**src/rtl/dskio_pkg.sv**
```systemverilog
`timescale 1ns/1ps
package dskio_pkg;
   typedef enum logic [1:0] {
      TGT_NONE = 2'd0,
      TGT_CMD  = 2'd1,
      TGT_CTRL = 2'd2,
      TGT_BM   = 2'd3
   } tgt_e;

   typedef struct packed {
      tgt_e tgt;
      logic ch;
      logic err;
   } route_t;
endpackage

```
**src/rtl/dskio_decode.sv**
```systemverilog
`timescale 1ns/1ps
module dskio_decode
   import dskio_pkg::*;
#(
   parameter int OFF_W    = 8,
   parameter int IO_SHIFT = 2,
   parameter int CTRL_ADD = 2,
   parameter int BM_WIN   = 8
) (
   input  logic [2:0]       bar,
   input  logic [OFF_W-1:0] off,
   input  logic [2:0]       size,
   output route_t           rt,
   output logic [OFF_W-1:0] eoff
);
   localparam logic [OFF_W-1:0] WIN_LO = OFF_W'(BM_WIN);
   localparam logic [OFF_W-1:0] WIN_HI = OFF_W'(2 * BM_WIN);
   localparam logic [OFF_W-1:0] CADD   = OFF_W'(CTRL_ADD);

   logic [OFF_W-1:0] off_sh;
   logic             size_ok;

   generate
      if (IO_SHIFT == 0) begin : g_noshift
         assign off_sh = off;
      end else begin : g_shift
         assign off_sh = off >> IO_SHIFT;
      end
   endgenerate

   assign size_ok = (size == 3'd1) || (size == 3'd2) || (size == 3'd4);

   always_comb begin
      rt.tgt = TGT_NONE;
      rt.ch  = 1'b0;
      rt.err = 1'b0;
      eoff   = off;
      case (bar)
         3'd0: begin
            rt.tgt = TGT_CMD;
            eoff   = off_sh;
         end
         3'd1: begin
            rt.tgt = TGT_CTRL;
            eoff   = off + CADD;
         end
         3'd2: begin
            rt.tgt = TGT_CMD;
            rt.ch  = 1'b1;
         end
         3'd3: begin
            rt.tgt = TGT_CTRL;
            rt.ch  = 1'b1;
         end
         3'd4: begin
            if (off < WIN_LO) begin
               rt.tgt = TGT_BM;
            end else if (off < WIN_HI) begin
               rt.tgt = TGT_BM;
               rt.ch  = 1'b1;
               eoff   = off - WIN_LO;
            end else begin
               rt.err = 1'b1;
            end
         end
         default: rt.err = 1'b1;
      endcase
      if (!size_ok) rt.err = 1'b1;
      if (rt.err) rt.tgt = TGT_NONE;
   end
endmodule

```
**src/rtl/dskio_select.sv**
```systemverilog
`timescale 1ns/1ps
module dskio_select #(
   parameter int NCH = 2
) (
   input  logic           clk,
   input  logic           rst_n,
   input  logic           upd,
   input  logic           upd_ch,
   input  logic           upd_dev,
   output logic [NCH-1:0] sel_q
);
   generate
      for (genvar c = 0; c < NCH; c++) begin : g_ch
         always_ff @(posedge clk) begin
            if (!rst_n)
               sel_q[c] <= 1'b0;
            else if (upd && (int'(upd_ch) == c))
               sel_q[c] <= upd_dev;
         end
      end
   endgenerate
endmodule

```
**src/rtl/dskio_resp.sv**
```systemverilog
`timescale 1ns/1ps
module dskio_resp #(
   parameter int DATA_W = 32
) (
   input  logic              clk,
   input  logic              rst_n,
   input  logic              acc,
   input  logic              err,
   input  logic [DATA_W-1:0] rdata_nx,
   input  logic              intr_post,
   output logic              rsp_valid,
   output logic              rsp_error,
   output logic [DATA_W-1:0] rsp_rdata,
   output logic              bmi_int_set,
   output logic              irq
);
   always_ff @(posedge clk) begin
      if (!rst_n) begin
         rsp_valid   <= 1'b0;
         rsp_error   <= 1'b0;
         rsp_rdata   <= '0;
         bmi_int_set <= 1'b0;
         irq         <= 1'b0;
      end else begin
         rsp_valid   <= acc;
         rsp_error   <= acc && err;
         rsp_rdata   <= acc ? rdata_nx : '0;
         bmi_int_set <= intr_post;
         irq         <= intr_post;
      end
   end
endmodule

```
**src/rtl/dskio_router.sv**
```systemverilog
`timescale 1ns/1ps
module dskio_router
   import dskio_pkg::*;
#(
   parameter int OFF_W    = 8,
   parameter int DATA_W   = 32,
   parameter int IO_SHIFT = 2,
   parameter int CTRL_ADD = 2,
   parameter int BM_WIN   = 8,
   parameter int SEL_OFF  = 6,
   parameter int SEL_BIT  = 4
) (
   input  logic              clk,
   input  logic              rst_n,
   input  logic              req_valid,
   input  logic [2:0]        req_bar,
   input  logic [OFF_W-1:0]  req_off,
   input  logic [2:0]        req_size,
   input  logic              req_write,
   input  logic [DATA_W-1:0] req_wdata,
   input  logic              bm_enable,
   input  logic [3:0]        dev_present,
   input  logic              intr_post,
   output logic              rsp_valid,
   output logic              rsp_error,
   output logic [DATA_W-1:0] rsp_rdata,
   output logic              dev_req_valid,
   output logic              dev_req_ch,
   output logic              dev_req_dev,
   output logic              dev_req_ctrl,
   output logic [OFF_W-1:0]  dev_req_off,
   output logic [2:0]        dev_req_size,
   output logic              dev_req_write,
   output logic [DATA_W-1:0] dev_req_wdata,
   input  logic [DATA_W-1:0] dev_rdata,
   output logic              bm_req_valid,
   output logic              bm_req_ch,
   output logic [OFF_W-1:0]  bm_req_off,
   output logic [2:0]        bm_req_size,
   output logic              bm_req_write,
   output logic [DATA_W-1:0] bm_req_wdata,
   input  logic [DATA_W-1:0] bm_rdata,
   output logic              bmi_int_set,
   output logic              irq
);
   localparam int NCH = 2;
   localparam logic [OFF_W-1:0] SEL_O = OFF_W'(SEL_OFF);

   generate
      if (DATA_W < 32) begin : g_bad_data
         $error("dskio_router: DATA_W must hold a 4-byte access");
      end
      if (IO_SHIFT >= OFF_W) begin : g_bad_shift
         $error("dskio_router: IO_SHIFT must be below OFF_W");
      end
      if (2 * BM_WIN >= (1 << OFF_W)) begin : g_bad_win
         $error("dskio_router: two bus-master windows must fit the offset");
      end
      if (SEL_BIT >= DATA_W) begin : g_bad_sel
         $error("dskio_router: SEL_BIT outside write data");
      end
   endgenerate

   route_t           rt;
   logic [OFF_W-1:0] eoff;
   logic [NCH-1:0]   sel_q;
   logic             sel_hit;
   logic             cur_dev;
   logic             slot_ok;
   logic             to_dev;
   logic             to_bm;
   logic [DATA_W-1:0] rdata_nx;

   dskio_decode #(
      .OFF_W   (OFF_W),
      .IO_SHIFT(IO_SHIFT),
      .CTRL_ADD(CTRL_ADD),
      .BM_WIN  (BM_WIN)
   ) u_decode (
      .bar (req_bar),
      .off (req_off),
      .size(req_size),
      .rt  (rt),
      .eoff(eoff)
   );

   assign sel_hit = req_valid && req_write && (rt.tgt == TGT_CMD) && (eoff == SEL_O);
   assign cur_dev = sel_hit ? req_wdata[SEL_BIT] : sel_q[rt.ch];
   assign slot_ok = dev_present[{rt.ch, cur_dev}];

   dskio_select #(.NCH(NCH)) u_select (
      .clk    (clk),
      .rst_n  (rst_n),
      .upd    (sel_hit),
      .upd_ch (rt.ch),
      .upd_dev(req_wdata[SEL_BIT]),
      .sel_q  (sel_q)
   );

   assign to_dev = req_valid && ((rt.tgt == TGT_CMD) || (rt.tgt == TGT_CTRL)) && slot_ok;
   assign to_bm  = req_valid && (rt.tgt == TGT_BM) && (!req_write || bm_enable);

   assign dev_req_valid = to_dev;
   assign dev_req_ch    = rt.ch;
   assign dev_req_dev   = cur_dev;
   assign dev_req_ctrl  = (rt.tgt == TGT_CTRL);
   assign dev_req_off   = eoff;
   assign dev_req_size  = req_size;
   assign dev_req_write = req_write;
   assign dev_req_wdata = req_wdata;

   assign bm_req_valid  = to_bm;
   assign bm_req_ch     = rt.ch;
   assign bm_req_off    = eoff;
   assign bm_req_size   = req_size;
   assign bm_req_write  = req_write;
   assign bm_req_wdata  = req_wdata;

   always_comb begin
      rdata_nx = '0;
      if (!req_write) begin
         if (to_dev)     rdata_nx = dev_rdata;
         else if (to_bm) rdata_nx = bm_rdata;
      end
   end

   dskio_resp #(.DATA_W(DATA_W)) u_resp (
      .clk        (clk),
      .rst_n      (rst_n),
      .acc        (req_valid),
      .err        (rt.err),
      .rdata_nx   (rdata_nx),
      .intr_post  (intr_post),
      .rsp_valid  (rsp_valid),
      .rsp_error  (rsp_error),
      .rsp_rdata  (rsp_rdata),
      .bmi_int_set(bmi_int_set),
      .irq        (irq)
   );
endmodule

```
**config.mk**
```make
export PLATFORM = sky130hd
export DESIGN_NAME = dskio_router
export DESIGN_NICKNAME = d
export VERILOG_FILES = /design/src/rtl/dskio_pkg.sv /design/src/rtl/dskio_decode.sv /design/src/rtl/dskio_select.sv /design/src/rtl/dskio_resp.sv /design/src/rtl/dskio_router.sv
export SDC_FILE = /design/constraint.sdc
export NUM_CORES = 1
export LEC_CHECK = 0
export ABC_AREA = 1
export BUFFER_PORTS_ARGS = -buffer_cell sky130_fd_sc_hd__buf_2
export CAP_MARGIN = 20
export CORE_MARGIN = 10
export CORE_UTILIZATION = 40
export CTS_BUF_LIST = sky130_fd_sc_hd__clkbuf_4 sky130_fd_sc_hd__clkbuf_8
export DETAILED_ROUTE_END_ITERATION = 8
export GPL_ROUTABILITY_DRIVEN = 1
export PLACE_DENSITY = 0.9
export SLEW_MARGIN = 20
export SYNTH_ARGS = -nofsm -noshare
export SYNTH_HDL_FRONTEND = slang
export SYNTH_SLANG_ARGS = --single-unit
```
**constraint.sdc**
```tcl
create_clock -name clk -period 4.4 [get_ports clk]
set_input_delay 0.88 -clock clk [delete_from_list [all_inputs] [get_ports clk]]
set_output_delay 0.88 -clock clk [all_outputs]
set_load 0.02 [all_outputs]
```
### Word level (Yosys, flattened, before mapping)

Cells that the tools add are included.

* flip-flop bits (word level): 37
* input port bits: 120
* logic and storage cells: 66

* $add $sub $neg: 2
* order comparisons: 4
* equality and inequality tests: 11
* multiplexer cells: 19
* bitwise operators: 3
* reductions and logical operators: 21

Operators with widths (number)
* 32-bit 2-to-1 mux: 2
* 8-bit one-hot mux with 3 select lines: 1
* 8-bit 2-to-1 mux: 2
* 1-bit logical AND: 10
* 3-bit by 2-bit equality test with 1-bit output, second input constant: 3
* 8-bit by 2-bit adder with 8-bit output, second input constant: 1
* 8-bit by 3-bit equality test with 1-bit output, second input constant: 1
* 8-bit by 4-bit < comparator with 1-bit output, second input constant: 1
* 8-bit by 5-bit < comparator with 1-bit output, second input constant: 1
* 8-bit by 4-bit subtractor with 8-bit output, second input constant: 1
* 3-bit by 1-bit equality test with 1-bit output, second input constant: 2
* 3-bit equality test, second input constant: 2
* 1-bit 2-to-1 mux: 6
* 2-bit 2-to-1 mux: 3
* 2-bit one-hot mux with 3 select lines: 1
* 2-bit OR reduction: 3
* 2-bit equality test, second input constant: 2
* 1-bit logical OR: 4
* 1-bit one-hot mux with 2 select lines: 2
* 4-bit OR reduction: 1
* 3-bit zero test: 1
* 2-bit by 3-bit < comparator with 1-bit output, second input constant: 1
* 3-bit 2-to-1 mux: 1
* 1-bit inverter: 3
* other kinds (5): 5

### Logic depth before layout (Yosys ltp)

* word-level depth: 14
* mapped depth: 25

### By module

From an unflattened synthesis, not the netlist that was laid out.

* cell total of the unflattened synthesis: 520
* area, all modules: 3296.9 sq um

Modules (own cells, without submodules)
* dskio_router: instances 1, cells an instance 308, area an instance 1750.4 sq um, sequential area each 0.0 sq um
* dskio_resp: instances 1, cells an instance 109, area an instance 1007.2 sq um, sequential area each 700.7 sq um
* dskio_decode: instances 1, cells an instance 91, area an instance 451.7 sq um, sequential area each 0.0 sq um
* dskio_select: instances 1, cells an instance 12, area an instance 87.6 sq um, sequential area each 40.0 sq um

### Worst setup path after synthesis

No wires, ideal clock.

* path kind: input to output
* start: input req_bar[0]
* end: output dev_req_valid
* arrival: 2.964 ns
* setup slack: 0.556 ns
* cell stages on the path: 21
* buffers on the path: 3
* path through: buf_6 -> nor2_4 -> nand3_1 -> o21ai_0 -> nand2_1 -> inv_1 -> ha_1 -> nand2_1 -> nor2_1 -> nand3_1 -> nor2_1 -> nand2_1 -> nor2_2 -> nand3_1 -> nand3_1 -> nand3_1 -> nand2_1 -> nand2_1 -> buf_6 -> buf_4 -> inv_1

* cells in the longest elaborated chain, start to end: 12
* elaborated cells between the ends (all ways): 28
* those cells by class: 7 x eq/ne; 11 x mux; 10 x reduce/logical

Ends and longest elaborated chain
* start, declared: RTL line dskio_router.sv:16 `input logic [2:0] req_bar,`
* 3-bit by 1-bit equality test with 1-bit output, or another cell as far along: RTL line dskio_decode.sv:38 `case (bar)`
* 4-bit OR reduction (no line)
* 1-bit one-hot mux with 2 select lines: RTL line dskio_decode.sv:38
* 1-bit 2-to-1 mux: RTL line dskio_decode.sv:68 `if (!size_ok) rt.err = 1'b1;`
* 2-bit 2-to-1 mux: RTL line dskio_decode.sv:69 `if (rt.err) rt.tgt = TGT_NONE;`
* 2-bit by 1-bit equality test with 1-bit output: RTL line dskio_router.sv:87, dskio_router.sv:100
* 1-bit logical AND (2 in a row): RTL line dskio_router.sv:87 `assign sel_hit = req_valid && req_write && (rt.tgt == TGT_CMD) && (eoff == SEL_O);`
* 1-bit 2-to-1 mux: RTL line dskio_router.sv:88 `assign cur_dev = sel_hit ? req_wdata[SEL_BIT] : sel_q[rt.ch];`
* 1-bit binary-select mux with 2-bit select: RTL line dskio_router.sv:89 `assign slot_ok = dev_present[{rt.ch, cur_dev}];`
* 1-bit 2-to-1 mux (implied by the code): RTL line dskio_router.sv:89
* 1-bit logical AND *: RTL line dskio_router.sv:100 `assign to_dev = req_valid && ((rt.tgt == TGT_CMD) || (rt.tgt == TGT_CTRL)) && slot_ok;`
* end, declared: RTL line dskio_router.sv:27 `output logic dev_req_valid,`

Every way passes the cells marked *; elsewhere a longest branch is shown, timed or not. The select of a mux whose other input is x is not followed.

### Worst setup path in the final report

* start: input req_off[6]
* end: output dev_req_valid

* cells in the longest elaborated chain, start to end: 13
* elaborated cells between the ends (all ways): 29
* those cells by class: 2 x add/sub; 2 x order compare; 3 x eq/ne; 17 x mux; 5 x reduce/logical

Ends and longest elaborated chain
* start, declared: RTL line dskio_router.sv:17 `input logic [OFF_W-1:0] req_off,`
* 8-bit by 5-bit < comparator with 1-bit output: RTL line dskio_decode.sv:58 `end else if (off < WIN_HI) begin`
* 1-bit 2-to-1 mux: RTL line dskio_decode.sv:58
* 2-bit 2-to-1 mux: RTL line dskio_decode.sv:56 `if (off < WIN_LO) begin`
* 1-bit one-hot mux with 2 select lines: RTL line dskio_decode.sv:38
* 1-bit 2-to-1 mux: RTL line dskio_decode.sv:68
* 2-bit 2-to-1 mux: RTL line dskio_decode.sv:69
* 2-bit by 1-bit equality test with 1-bit output: RTL line dskio_router.sv:87, dskio_router.sv:100
* 1-bit logical AND (2 in a row): RTL line dskio_router.sv:87
* 1-bit 2-to-1 mux: RTL line dskio_router.sv:88
* 1-bit binary-select mux with 2-bit select: RTL line dskio_router.sv:89
* 1-bit 2-to-1 mux (implied by the code): RTL line dskio_router.sv:89
* 1-bit logical AND *: RTL line dskio_router.sv:100

Marked as above.

==> impl_metrics.yaml <==
status:
  status: "finished clean"
detailed_routing:
  drt_pre_antenna_iters: 7
  vias: 2926
  wire_per_inst_um: 15.5
  drt-total-wl_mm: 9.79
  via_per_inst: 4.64
  drt_iter0_drc: 189
  drc: 0
  antenna_left: 0
logic_synthesis:
  synth-async-reset-ratio_pct: 0
  yosys.area.top_type: "dfxtp_1"
  yosysWarnings: 0
  synth_nets: 591
  yosysMostFrequentCell: "nand2_1"
  netlist_instances: 465
  ys_ff_latch: 37
  synth_cell_type_count: 24
  yosysTopAreaCellShare_pct: 25.4
  ys_seq_area_share_pct: 25.4
  synthesis.area_um2: 2920
  yosys-top-cells-area: "dfxtp_1, buf_4, nand2_1"
  synth-edff-count: 0
  postSynthAreaPerCell_um2: 6.27
  synth_ff_type: "dfxtp_1"
  ys_top_cells_by_count: "nand2_1, buf_4, nor2_1"
worst_hold_path:
  min_path_type: "flop to flop"
  worst_hold_startpoint: "u_select.sel_q[0]"
  min_to: "u_select.sel_q[0]"
  min_path_cells: 2
worst_setup_path:
  start_kind: "input port"
  reg2reg_from: "u_select.sel_q[0]"
  critPathBufInv: 4
  arrival_ps: 3270
  cp_common_cell: "nand3_1"
  crit_type: "input port to primary output"
  crit_family: "simple AND/OR/NAND/NOR gates"
  reg2reg_depth: 12
  crit_fanout: 6
  cp_slowest_stage_delay_ps: 260
  cp_cell_sequence: "buf_2 > nor2_1 > nand3_1 > o21ai_0 > nand2_1 > inv_1 > ha_1 > nand2_1 > nor2_1 > nand3_1 > nor2_1 > nand2_1 > nor2_2 > nand3_1 > nand3_1 > nand3_1 > nand2_1 > nand2_2 > inv_1 > buf_2"
  end_kind: "primary output"
  slowest_stage: "nor2_1"
  ff2ff_setup_slack_ps: 2360
  worstPathRequired_ps: 3520
  r2r_end: "u_resp.rsp_rdata[0]"
timing:
  finClkSkew_ps: 5.10
  tns_ps: 0
  grt_setup_unrepaired: "false"
  fmax_ghz: 0.241
  setup_viol: 0
  relSlewSlack_pct: 53.6
  fin_crit_ps: 4150
  fin_crit_sh_pct: 94.4
  hold_viol: 0
  drv_slew: 0
  worstMarginPinSlew_ps: 694
clocking:
  cts_tree: "built"
  htreeDepth: 2
  root_buffer: "clkbuf_8"
  cts.repair.resized: 0
  clk_pin_slew_ps: 80
  insertion_delay_ps: 280
  post_cts_buffers: 0
  holdBufCountCts: 0
  cts_sinks: 37
  cts_buffer_depth: 2
  numCtsBuffers: 5
run:
  cap_violations: 0
place:
  placed_area_um2: 3120
  numPortBuffers: 156
  detailed_place_hpwl_mm: 8.27
  gp_congestion: 0.953
die:
  row_count: 31
  die_h_um: 105
  core_area_um2: 7180
  die_w_um: 105
  start_util_pct: 40.7
  dieArea_um2: 11100
  ios: 250
finish:
  design_area_um2: 3260
  finalNetCount: 657
  diodes: 0
  area_delta_synth_final_pct: 11.6
  multi_input_area_um2: 1340
  fillCellCount: 718
  seq_area_um2: 741
  drive_gt1_share_pct: 35.7
pwr:
  vdd_drop_max_mv: 0.121
  p_leak_nw: 1.99
  powerDensity_nw_per_um2: 270
  p_switching_w: 0.000245
  intPower_w: 0.000635
  power_frac_seq_pct: 38.6
  p_sw_share_pct: 27.9
  comb_power_share_pct: 21.4
  p_clk_share_pct: 40.1
grt:
  grt_pass1_wl_mm: 14.8
  grt_max_degree: 65
  antenna_found_initial: 0
  grt_pass1_vias: 2752
  track_usage_pct: 16.1
  overflow: 0
[state kept, by name, summed over array words and instances, names as in the netlist]
| signal | count |
|---|---|
| u_resp.rsp_rdata | 32 |
| u_select.sel_q | 2 |
| u_resp.bmi_int_set | 1 |
| u_resp.rsp_error | 1 |
| u_resp.rsp_valid | 1 |
[area by class of cell]
type | count | share of cell area (%)
inverter | 33 | 3.80
clock buffer | 5 | 2.11
clock inverter | 3 | 2.11
tap | 99 | 3.80
multi-input combinational | 296 | 41.0
timing repair buffer | 158 | 24.4
sequential | 37 | 22.7
[power by group through the flow]
| stage | Combinational (W) | Clock [W] | Sequential [W] |
|---|---|---|---|
| after floorplan | 0.000201 | 0 | 0.000352 |
| after global placement | 0.000183 | 0 | 0.000347 |
| after detailed placement | 0.000187 | 0 | 0.000347 |
| after CTS | 0.000188 | 0.000364 | 0.000339 |
| after global routing | 0.000206 | 0.000378 | 0.000340 |
| final | 0.000188 | 0.000353 | 0.000339 |
[cell usage in the layout (no fill, tap or decap), drive strengths merged]
master	count
o21ai	2
bufinv	2
nand3b	3
nor2	93
dfxtp	37
o22ai	1
inv	34
nand4	5
clkbuf	5
ha	6
buf	158
nand3	31
a211oi	1
nand2	147
a21oi	6
mux2	1
[worst min-delay path, stage by stage, from the launching register on]
cell      delay, ps
dfxtp_1         300
inv_1            60
a211oi_1         70
[kinds of logic after synthesis]
| group | synth area share (%) |
|---|---|
| AOI/OAI and AO/OA | 2.44 |
| DFF | 25.4 |
| buffers and inverters | 29.3 |
| muxes | 0.386 |
| adders and majority gates | 2.57 |
| and+or+nand+nor | 39.9 |
[how the worst max path moves through the flow]
stage                     slack, ps  startpoint             to  cells after the start
final                           250  req_off[6]  dev_req_valid                     20
after floorplan                 560  req_bar[0]  dev_req_valid                     21
after global placement          550  req_bar[0]  dev_req_valid                     21
after global routing              7  req_bar[0]  dev_req_valid                     21
after CTS                       310  req_off[6]  dev_req_valid                     20
after detailed placement        320  req_off[6]  dev_req_valid                     20
[stage by stage]
step	cells	hold slack [ps]	power (W)	setup slack, ps	util [%]
after global routing	631	508	0.000923	6.65	45.4
after floorplan	465	434	0.000553	556	-
after detailed placement	623	463	0.000535	320	43.5
after CTS	631	478	0.000891	310	45.4
after global placement	623	449	0.000530	549	43.4
final	631	480	0.000880	247	45.4
[per-layer routing]
metal / vias to the layer above / GRT usage, % / wire, um
li1: 1459 / - / -
met1: 1230 / 16.2 / 3340
met2: 208 / 29.0 / 4900
met3: 29 / 7.49 / 1350
met4: 0 / 4.51 / 196
met5: - / 0 / 0
No activity file was read; power rests on OpenSTA's default activity.
